==> src/rtl/fbd_pkg.sv <==
// Package: shared operation type and the computed array contents.
// Assumes a 16-bit data bus and array indices of at most 8 bits.
package fbd_pkg;

    localparam int DQ_W = 16;

    typedef enum logic [2:0] {
        OP_RESET    = 3'd0,
        OP_STANDBY  = 3'd1,
        OP_OUTDIS   = 3'd2,
        OP_READ     = 3'd3,
        OP_WRITE    = 3'd4,
        OP_CONFLICT = 3'd5
    } bus_op_e;

    // Array word for an index: computed so no table is stored.
    function automatic logic [DQ_W-1:0] rom_word(input logic [7:0] idx);
        return {idx ^ 8'h3C, idx ^ 8'hA5};
    endfunction

endpackage

==> src/rtl/fbd_op_decode.sv <==
// Operation decoder: turns the control pins into one bus operation.
// Gives a combinational decode for this edge and a registered copy.
// Assumes the pins are already synchronous to clk.
module fbd_op_decode
    import fbd_pkg::*;
(
    input  logic    clk,
    input  logic    rst_n,
    input  logic    ce_n,
    input  logic    oe_n,
    input  logic    we_n,
    input  logic    rst_pin_n,
    output bus_op_e op_now,
    output bus_op_e op_q
);

    // Priority decode: device reset, then standby, then the oe/we pair.
    always_comb begin
        if (!rst_pin_n)         op_now = OP_RESET;
        else if (ce_n)          op_now = OP_STANDBY;
        else if (oe_n && we_n)  op_now = OP_OUTDIS;
        else if (!oe_n && we_n) op_now = OP_READ;
        else if (oe_n && !we_n) op_now = OP_WRITE;
        else                    op_now = OP_CONFLICT;
    end

    // Register the decode for the op output.
    always_ff @(posedge clk) begin
        if (!rst_n) op_q <= OP_STANDBY;
        else        op_q <= op_now;
    end

endmodule

==> src/rtl/fbd_read_path.sv <==
// Read path: registered array/status read with word or byte steering.
// The pins are enabled only for a read. In byte mode only the low
// eight pins are driven, and the selected byte comes from the extra
// low address bit. Assumes ROM_AW <= 8.
module fbd_read_path
    import fbd_pkg::*;
#(
    parameter int              ADDR_W      = 20,
    parameter int              ROM_AW      = 4,
    parameter logic [DQ_W-1:0] STATUS_WORD = 16'h0080
) (
    input  logic              clk,
    input  logic              rst_n,
    input  bus_op_e           op_now,
    input  logic              byte_n,
    input  logic              a_m1,
    input  logic [ADDR_W-1:0] addr,
    input  logic              read_mode,
    output logic [DQ_W-1:0]   dq_out,
    output logic [DQ_W-1:0]   dq_oe
);

    localparam int HALF = DQ_W / 2;

    logic [7:0]      rom_idx;
    logic [DQ_W-1:0] word_sel;
    logic [HALF-1:0] byte_sel;

    // Select the array word or the status word, then the byte lane.
    always_comb begin
        rom_idx  = 8'(addr[ROM_AW-1:0]);
        word_sel = read_mode ? rom_word(rom_idx) : STATUS_WORD;
        byte_sel = a_m1 ? word_sel[DQ_W-1:HALF] : word_sel[HALF-1:0];
    end

    // Register pin data and enables; tri-state outside a read.
    always_ff @(posedge clk) begin
        if (!rst_n) begin
            dq_out <= '0;
            dq_oe  <= '0;
        end else if (op_now == OP_READ) begin
            if (byte_n) begin
                dq_out <= word_sel;
                dq_oe  <= '1;
            end else begin
                dq_out <= {{HALF{1'b0}}, byte_sel};
                dq_oe  <= {{HALF{1'b0}}, {HALF{1'b1}}};
            end
        end else begin
            dq_out <= '0;
            dq_oe  <= '0;
        end
    end

endmodule

==> src/rtl/fbd_write_capture.sv <==
// Write capture: tracks an active write cycle and issues one strobe
// when chip enable or write enable rises. Address and data are taken
// at that edge. Also applies boot-sector protection and keeps the
// read-array / status mode flag. Assumes SECT_W < ADDR_W.
module fbd_write_capture
    import fbd_pkg::*;
#(
    parameter int         ADDR_W    = 20,
    parameter int         SECT_W    = 5,
    parameter logic [7:0] RESET_CMD = 8'hF0
) (
    input  logic              clk,
    input  logic              rst_n,
    input  bus_op_e           op_now,
    input  logic              ce_n,
    input  logic              we_n,
    input  logic              rst_pin_n,
    input  logic              byte_n,
    input  logic              wp_n,
    input  logic [ADDR_W-1:0] addr,
    input  logic [DQ_W-1:0]   dq_in,
    output logic              cmd_valid,
    output logic              cmd_blocked,
    output logic [ADDR_W:0]   cmd_addr,
    output logic [DQ_W-1:0]   cmd_data,
    output logic              read_mode
);

    localparam int HALF = DQ_W / 2;

    logic              wr_q;
    logic              wr_end;
    logic [SECT_W-1:0] sector;
    logic              boot_hit;
    logic              protect;
    logic              a_m1;
    logic [DQ_W-1:0]   wdata;

    // Work out the end of a write, the protection outcome and the captured fields.
    always_comb begin
        wr_end   = wr_q && rst_pin_n && (ce_n || we_n);
        sector   = addr[ADDR_W-1 -: SECT_W];
        boot_hit = (sector == '0) || (sector == '1);
        protect  = !wp_n && boot_hit;
        a_m1     = byte_n ? 1'b0 : dq_in[DQ_W-1];
        wdata    = byte_n ? dq_in : {{HALF{1'b0}}, dq_in[HALF-1:0]};
    end

    // Track the write, send strobes and update the mode flag.
    always_ff @(posedge clk) begin
        if (!rst_n) begin
            wr_q        <= 1'b0;
            cmd_valid   <= 1'b0;
            cmd_blocked <= 1'b0;
            cmd_addr    <= '0;
            cmd_data    <= '0;
            read_mode   <= 1'b1;
        end else begin
            wr_q        <= (op_now == OP_WRITE);
            cmd_valid   <= 1'b0;
            cmd_blocked <= 1'b0;
            if (!rst_pin_n) begin
                read_mode <= 1'b1;
            end else if (wr_end) begin
                cmd_addr <= {addr, a_m1};
                cmd_data <= wdata;
                if (protect) begin
                    cmd_blocked <= 1'b1;
                end else begin
                    cmd_valid <= 1'b1;
                    read_mode <= (wdata[HALF-1:0] == RESET_CMD);
                end
            end
        end
    end

endmodule

==> src/rtl/flash_bus_decoder.sv <==
// Top: parallel flash bus-operation decoder. Connects the decoder,
// the read path and the write capture. The byte-mode extra address
// bit is taken from the top data pin. All outputs are registered,
// one clock after the pins are sampled.
module flash_bus_decoder
    import fbd_pkg::*;
#(
    parameter int              ADDR_W      = 20,
    parameter int              ROM_AW      = 4,
    parameter int              SECT_W      = 5,
    parameter logic [15:0]     STATUS_WORD = 16'h0080,
    parameter logic [7:0]      RESET_CMD   = 8'hF0
) (
    input  logic              clk,
    input  logic              rst_n,
    input  logic              ce_n,
    input  logic              oe_n,
    input  logic              we_n,
    input  logic              rst_pin_n,
    input  logic              byte_n,
    input  logic              wp_n,
    input  logic [ADDR_W-1:0] addr,
    input  logic [15:0]       dq_in,
    output logic [15:0]       dq_out,
    output logic [15:0]       dq_oe,
    output logic [2:0]        op,
    output logic              cmd_valid,
    output logic              cmd_blocked,
    output logic [ADDR_W:0]   cmd_addr,
    output logic [15:0]       cmd_data
);

    bus_op_e op_now;
    bus_op_e op_q;
    logic    read_mode;
    logic    a_m1;

    // Byte-mode extra address bit comes from the top data pin.
    always_comb begin
        a_m1 = dq_in[DQ_W-1];
        op   = op_q;
    end

    fbd_op_decode u_dec (
        .clk       (clk),
        .rst_n     (rst_n),
        .ce_n      (ce_n),
        .oe_n      (oe_n),
        .we_n      (we_n),
        .rst_pin_n (rst_pin_n),
        .op_now    (op_now),
        .op_q      (op_q)
    );

    fbd_read_path #(
        .ADDR_W      (ADDR_W),
        .ROM_AW      (ROM_AW),
        .STATUS_WORD (STATUS_WORD)
    ) u_rd (
        .clk       (clk),
        .rst_n     (rst_n),
        .op_now    (op_now),
        .byte_n    (byte_n),
        .a_m1      (a_m1),
        .addr      (addr),
        .read_mode (read_mode),
        .dq_out    (dq_out),
        .dq_oe     (dq_oe)
    );

    fbd_write_capture #(
        .ADDR_W    (ADDR_W),
        .SECT_W    (SECT_W),
        .RESET_CMD (RESET_CMD)
    ) u_wr (
        .clk         (clk),
        .rst_n       (rst_n),
        .op_now      (op_now),
        .ce_n        (ce_n),
        .we_n        (we_n),
        .rst_pin_n   (rst_pin_n),
        .byte_n      (byte_n),
        .wp_n        (wp_n),
        .addr        (addr),
        .dq_in       (dq_in),
        .cmd_valid   (cmd_valid),
        .cmd_blocked (cmd_blocked),
        .cmd_addr    (cmd_addr),
        .cmd_data    (cmd_data),
        .read_mode   (read_mode)
    );

endmodule

==> config.mk <==
export PLATFORM = sky130hd
export DESIGN_NAME = flash_bus_decoder
export DESIGN_NICKNAME = d
export VERILOG_FILES = /design/src/rtl/fbd_pkg.sv /design/src/rtl/fbd_op_decode.sv /design/src/rtl/fbd_read_path.sv /design/src/rtl/fbd_write_capture.sv /design/src/rtl/flash_bus_decoder.sv
export SDC_FILE = /design/constraint.sdc
export NUM_CORES = 1
export LEC_CHECK = 0
export ABC_AREA = 1
export BUFFER_PORTS_ARGS = -buffer_cell sky130_fd_sc_hd__buf_2
export CAP_MARGIN = 20
export CORE_MARGIN = 3
export CORE_UTILIZATION = 30
export DETAILED_ROUTE_END_ITERATION = 8
export GPL_TIMING_DRIVEN = 0
export SLEW_MARGIN = 0
export SYNTH_ARGS = -nofsm -noshare
export SYNTH_HDL_FRONTEND = slang
export SYNTH_HIERARCHICAL = 1
export SYNTH_SLANG_ARGS = --single-unit
==> constraint.sdc <==
create_clock -name clk -period 1.95 [get_ports clk]
set_clock_uncertainty 0.2 [all_clocks]
set_input_delay 0.195 -clock clk [delete_from_list [all_inputs] [get_ports clk]]
set_output_delay 0.195 -clock clk [all_outputs]
set_load 0.03 [all_outputs]
-- Word-level counts from Yosys, hierarchy flattened
Cells that the tools add are included.
- bits in registers: 74
- input bits: 44
- eq/ne operators: 4
- muxes and demuxes: 13
- bitwise logic cells: 3
- reduce and logical (&&, ||, !) cells: 18
- operator list (kind ; count):
    $mux W16 ; 2
    $mux W8 ; 2
    $mux W14 ; 1
    $mux W3 ; 4
    $eq A8 B8 Y1 const B ; 1
    $not A2 Y4 ; 2
    $reduce_and A2 Y1 ; 4
    $logic_and A1 B1 Y1 ; 6
    $reduce_and A3 Y1 ; 2
    $eq A5 B5 Y1 const B ; 1
    $logic_not A5 Y1 ; 1
    $mux W1 ; 4
    $eq A3 B2 Y1 const B ; 1
    $eq A3 B3 Y1 const B ; 1
    $logic_not A1 Y1 ; 3
    $logic_or A1 B1 Y1 ; 2
    $not A1 Y1 ; 1

-- Depth between registers and ports, before layout
- depth after elaboration: 9
- depth in mapped cells: 8

-- Hierarchy
The synthesis kept the hierarchy.
- modules (own cells, without submodules) (module ; times used ; cells an instance ; area each (um^2)):
    fbd_write_capture ; 1 ; 197 ; 1571.5
    fbd_read_path ; 1 ; 68 ; 576.8
    fbd_op_decode ; 1 ; 16 ; 110.1

-- Worst setup path after synthesis
Ideal clock, no wire load.
- path type: reg-to-output
- from: register, netlist name u_rd/dq_oe[14]
- to: output dq_oe[10]
- arrival: 0.818 ns
- required time: 1.555 ns
- setup slack: 0.737 ns
- cell stages (with the launch flop): 2
- path buffers: 1
- cells stage by stage: dfxtp_1 -> buf_4
- RTL lines (item ; RTL line ; RTL):
    end, declared ; flash_bus_decoder.sv:25 ; output logic [15:0] dq_oe,

-- Final worst setup path
- from: input ce_n
- to: register u_dec.op_q[0]
- longest elaborated chain between the ends: 2
- RTL lines (item ; RTL line ; RTL):
    start, declared ; flash_bus_decoder.sv:16 ; input logic ce_n,
    $mux W3 ; fbd_op_decode.sv:20 ; else if (ce_n) op_now = OP_STANDBY;
    $mux W3 ; fbd_op_decode.sv:19 ; if (!rst_pin_n) op_now = OP_RESET;
    end signal, assigned ; fbd_op_decode.sv:30 ; else op_q <= op_now;
    end, declared ; fbd_op_decode.sv:14 ; output bus_op_e op_q
Every way passes these cells.
A chain may end at the register's enable or synchronous reset.

==> results.md <==
CTS:
- The post-cts repair resize count is 0.
- The clock root buffer master is clkbuf_8.
- The clock sink total is 58.
- The CTS buffer count is 9.
- TritonCTS built the clock tree.
- After clock tree synthesis, the clock-pin slew on the worst setup and hold paths is roughly 0.07 ns.
- The number of H-tree levels is 3.
- The total of hold buffers inserted after clock tree synthesis is 43.
- The later pin in the worst-skew pair is clocked with a latency of 0.33 ns.
- The setup fix buffers added after clock tree synthesis is 0.
- The worst-case clock buffer depth is 2.

Yosys:
- The combined area of all synthesized cells is 0.00226 mm2.
- The area share of fa/ha/maj cells after synthesis is 0%.
- The largest family of logic cells by synthesized area is simple AND/OR/NAND/NOR gates.
- In the synthesized netlist, mux cells make up 0% of the area.
- Yosys attributes the largest share of cell area to dfxtp_1 (51%), nor2_1 (11%), buf_4 (7.0%), nand2_1 (6.1%), o21ai_0 (5.8%).
- The synthesized design spends more area on one cell type than any other, namely dfxtp_1.
- After Yosys synthesis, and, or, nand and nor cells account for 23.7% of the synthesized area.
- The share of the synthesized area in compound gates (AO/OA/AOI/OAI) is a little under an eighth.
- The Yosys step of the flow raised 6 warnings.
- The area share of the largest cell type after synthesis is approximately half.
- The number of distinct library cells after synthesis is 29.
- In this run the mean area of a mapped cell was 8.04 um2.
- For this run, the leading register cell type out of synthesis is dfxtp_1.
- Counting flops with a built-in enable in the synthesized netlist gives 0.
- Summing the sequential cell areas from Yosys gives 51.4% of the chip area.
- The xor/xnor cell area share of the yosys netlist is 0%.
- Counting flops with an async set or reset pin after synthesis yields a share of 0%.
- The number of synthesized register bits is 58.
- The cell count after synthesis came out at 281.

Finish:
- The filler cell count in the final layout is approximately 750.
- Once layout is done, the placed cells without fillers occupy 0.00358 mm2.
- The share of final-layout standard cells stronger than drive strength 1 is 38.4%.
- At the end of the flow, the number of nets in the layout was 495.
- The area growth from synthesis to layout is 58.6%.
- The number of antenna diodes in the final layout is 0.
- The final instance count without filler cells is 555.

Min path:
- The hold path startpoint is dq_in[3].
- The endpoint with the worst hold slack is u_wr/cmd_data[3].
- The worst hold path passes through 3 cells.
- The tightest min-delay check is of the input pin to flip-flop type.

Setup path:
- The endpoint arrival time on the critical path is 1.71 ns.
- At the worst endpoint, the required time is 1.97 ns.
- The setup slack of the most critical reg-to-reg path is 0.65 ns.
- STA classifies the critical path endpoint as a flip-flop.
- The critical register-to-register path startpoint is u_wr/wr_q.
- By startpoint and endpoint, the worst setup path is classified as input pin to flip-flop.
- The worst register-to-register path ends at u_wr/cmd_addr[2].
- The startpoint kind of the worst setup timing path is an input pin.
- In this run the worst path has a maximum fanout of 5.
- The number of cells on the worst reg-to-reg path is 6.

Floorplanning:
- Measured along the x axis, the die boundary spans 92.8 um.
- The vertical extent of the die is 92.8 um.
- The die footprint is roughly 0.0086 mm2.
- During I/O placement, the number of pins put on the boundary was approximately 120.
- Once the floorplan was initialized, standard cells occupied between 30% and 40% of the core.
- The number of standard-cell rows in the floorplan is 31.
- The area of the core region is 0.00729 mm2.

Timing:
- The final hold slack is 0.0313 ns.
- After layout, the worst path uses 86.7% of the clock period.
- Setup violations remaining at the end of the flow were counted as 0.
- Setup repair after global routing left no endpoint under its margin.
- After routing, the total negative slack on setup checks comes to 0 ns.
- The minimum clock period after layout is 1.69 ns.
- The number of hold violations in the final report is 0.
- The number of slew-limit violations in the final report is 0.
- Timing would allow up to slightly below 0.6 GHz.

Pwr:
- The power share of the sequential group is 47.7%.
- The clock power share is 41.1%.
- The power density of the placed cells is ~700 mW/mm2.
- The power spent charging and discharging nets is 0.626 mW.
- The combinational share of power is roughly 11%.
- The design draws between 2 and 3 mW.
- The maximum VDD drop is roughly 0.34 mV.
- The internal power of the cells totals 1.89 mW.
- For this design the static power due to leakage is approximately 1.9 nW.
- In this run switching power makes up about 25% of total power.

Global route:
- The number of antenna violations at the first check in global routing is 0.
- Entering global routing, the biggest net connects 11 pins.
- The final global-route overflow total is 0.
- Global routing consumed, over all layers together, 15.4% of the routing resources.
- The via count of the first global-routing pass was 2,222.
- The global-route wire length before repair is 10,500 um.

Detailed routing:
- In the routed layout, each cell is associated on average with a via count of 4.13.
- The violation count after the first detailed-route iteration is 78.
- The final route contains ~2.3k vias.
- The routed wire length per instance is 11.7 um.
- The final routed wirelength across all metal layers is roughly 6500 um.
- In the routed design, unresolved DRC markers number 0.
- The detailed-router iteration count before antenna repair is 4.
- Once detail routing completed, the nets flagged for antenna violations numbered 0.

Run:
- The reported max-cap violation count is 0.

Placed design:
- In this run the cell area measured after placement is 0.00296 mm2.
- The number of buffer cells added on primary ports is roughly 110.
- At the end of routability-driven placement, the weighted congestion stood at 0.762.
- Summed over all nets, the half-perimeter wirelength after detailed placement is 4480 um.
- Once placement completed, the tool counted placed cells totaling 496.

Status:
- The flow ran to the end, and the final reports show no timing, DRC or antenna violations.
[cell families (layout without fill, tap and decap cells)]
group	count (synthesis)	after routing
buffers and inverters	52	225
other	1	3
AO/OA/AOI/OAI	43	43
flip-flops	58	58
AND/OR/NAND/NOR	127	127
[final cells by class]
type / instances / area [um2] / share of cell area [%]
clock inverters: 4 / 25.0 / 0.699
clock buffers: 12 / 165 / 4.61
well taps: 99 / 124 / 3.46
multi-input cells: 173 / 802 / 22.4
plain buffers: 30 / 218 / 6.08
inverters: 22 / 85.1 / 2.38
flip-flops and latches: 58 / 1160 / 32.4
repair buffers: 157 / 1000 / 28.0
[worst max-delay path by stage]
stage                    from           endpoint  slack (ns)  cells after the start
2_1_floorplan  u_rd/dq_oe[14]          dq_oe[10]        0.74                      1
3_3_place_gp             ce_n   u_wr/cmd_addr[2]        0.61                      7
3_5_place_dp             ce_n   u_wr/cmd_addr[1]        0.57                      7
4_1_cts                 rst_n      u_dec/op_q[1]        0.33                      5
5_1_grt                  ce_n  u_wr/cmd_addr[15]        0.25                      8
6_report                 ce_n      u_dec/op_q[0]        0.26                      7
[registers in the layout (all words and copies together), names as in the netlist]
register / flops
u_dec/op_q: 3
u_wr/read_mode: 1
u_wr/cmd_data: 16
u_rd/dq_oe: 2
u_rd/dq_out: 12
u_wr/wr_q: 1
u_wr/cmd_valid: 1
u_wr/cmd_addr: 21
u_wr/cmd_blocked: 1
[power by group through the flow]
stage	logic, mW	registers (mW)	clock network (mW)
6_report	0.280	1.20	1.04
5_1_grt	0.307	1.20	1.14
4_1_cts	0.277	1.20	1.07
3_5_place_dp	0.211	1.23	0
3_3_place_gp	0.208	1.23	0
2_1_floorplan	0.0984	1.25	0
[critical path, stage by stage]
cell,delay (ns)
dlygate4sd3_1,0.56
buf_2,0.16
inv_1,0.06
nand2_1,0.06
nand2_1,0.09
nand2_1,0.05
dlygate4sd3_1,0.54
[synth_stat cells, drive strengths merged (2+ instances only)]
library cell	instances
nor2	70
nand2	39
a21oi	6
nand3	14
clkbuf	3
inv	21
o21ai	35
dfxtp	58
buf	27
nand3b	2
nor3	2
[layout by cell type (no fill, tap or decap), drive strengths merged, types with 6 or more instances in the layout]
master / n
buf: 141
nor2: 70
dfxtp: 58
dlygate4sd3: 43
nand2: 39
o21ai: 35
inv: 21
clkbuf: 15
nand3: 14
a21oi: 6
[per-stage QoR]
step                      worst slack (ns)  utilization (%)
after global routing                 0.247             49.1
after CTS                            0.329             49.1
after detailed placement             0.565             40.6
after floorplan                      0.737                -
after global placement               0.605             40.6
final                                0.259             49.1
[metal layers]
| layer | part of all wire (%) | GRT usage (%) | wire length [um] | up-vias |
|---|---|---|---|---|
| met4 | 0.52 | 3.91 | 34 | 0 |
| li1 | - | - | - | 1203 |
| met2 | 50 | 27.5 | 3240 | 81 |
| met1 | 41 | 16.9 | 2700 | 1006 |
| met3 | 8.2 | 6.42 | 535 | 4 |
| met5 | 0 | 0 | 0 | - |
Power figures use the tool's default switching activity.
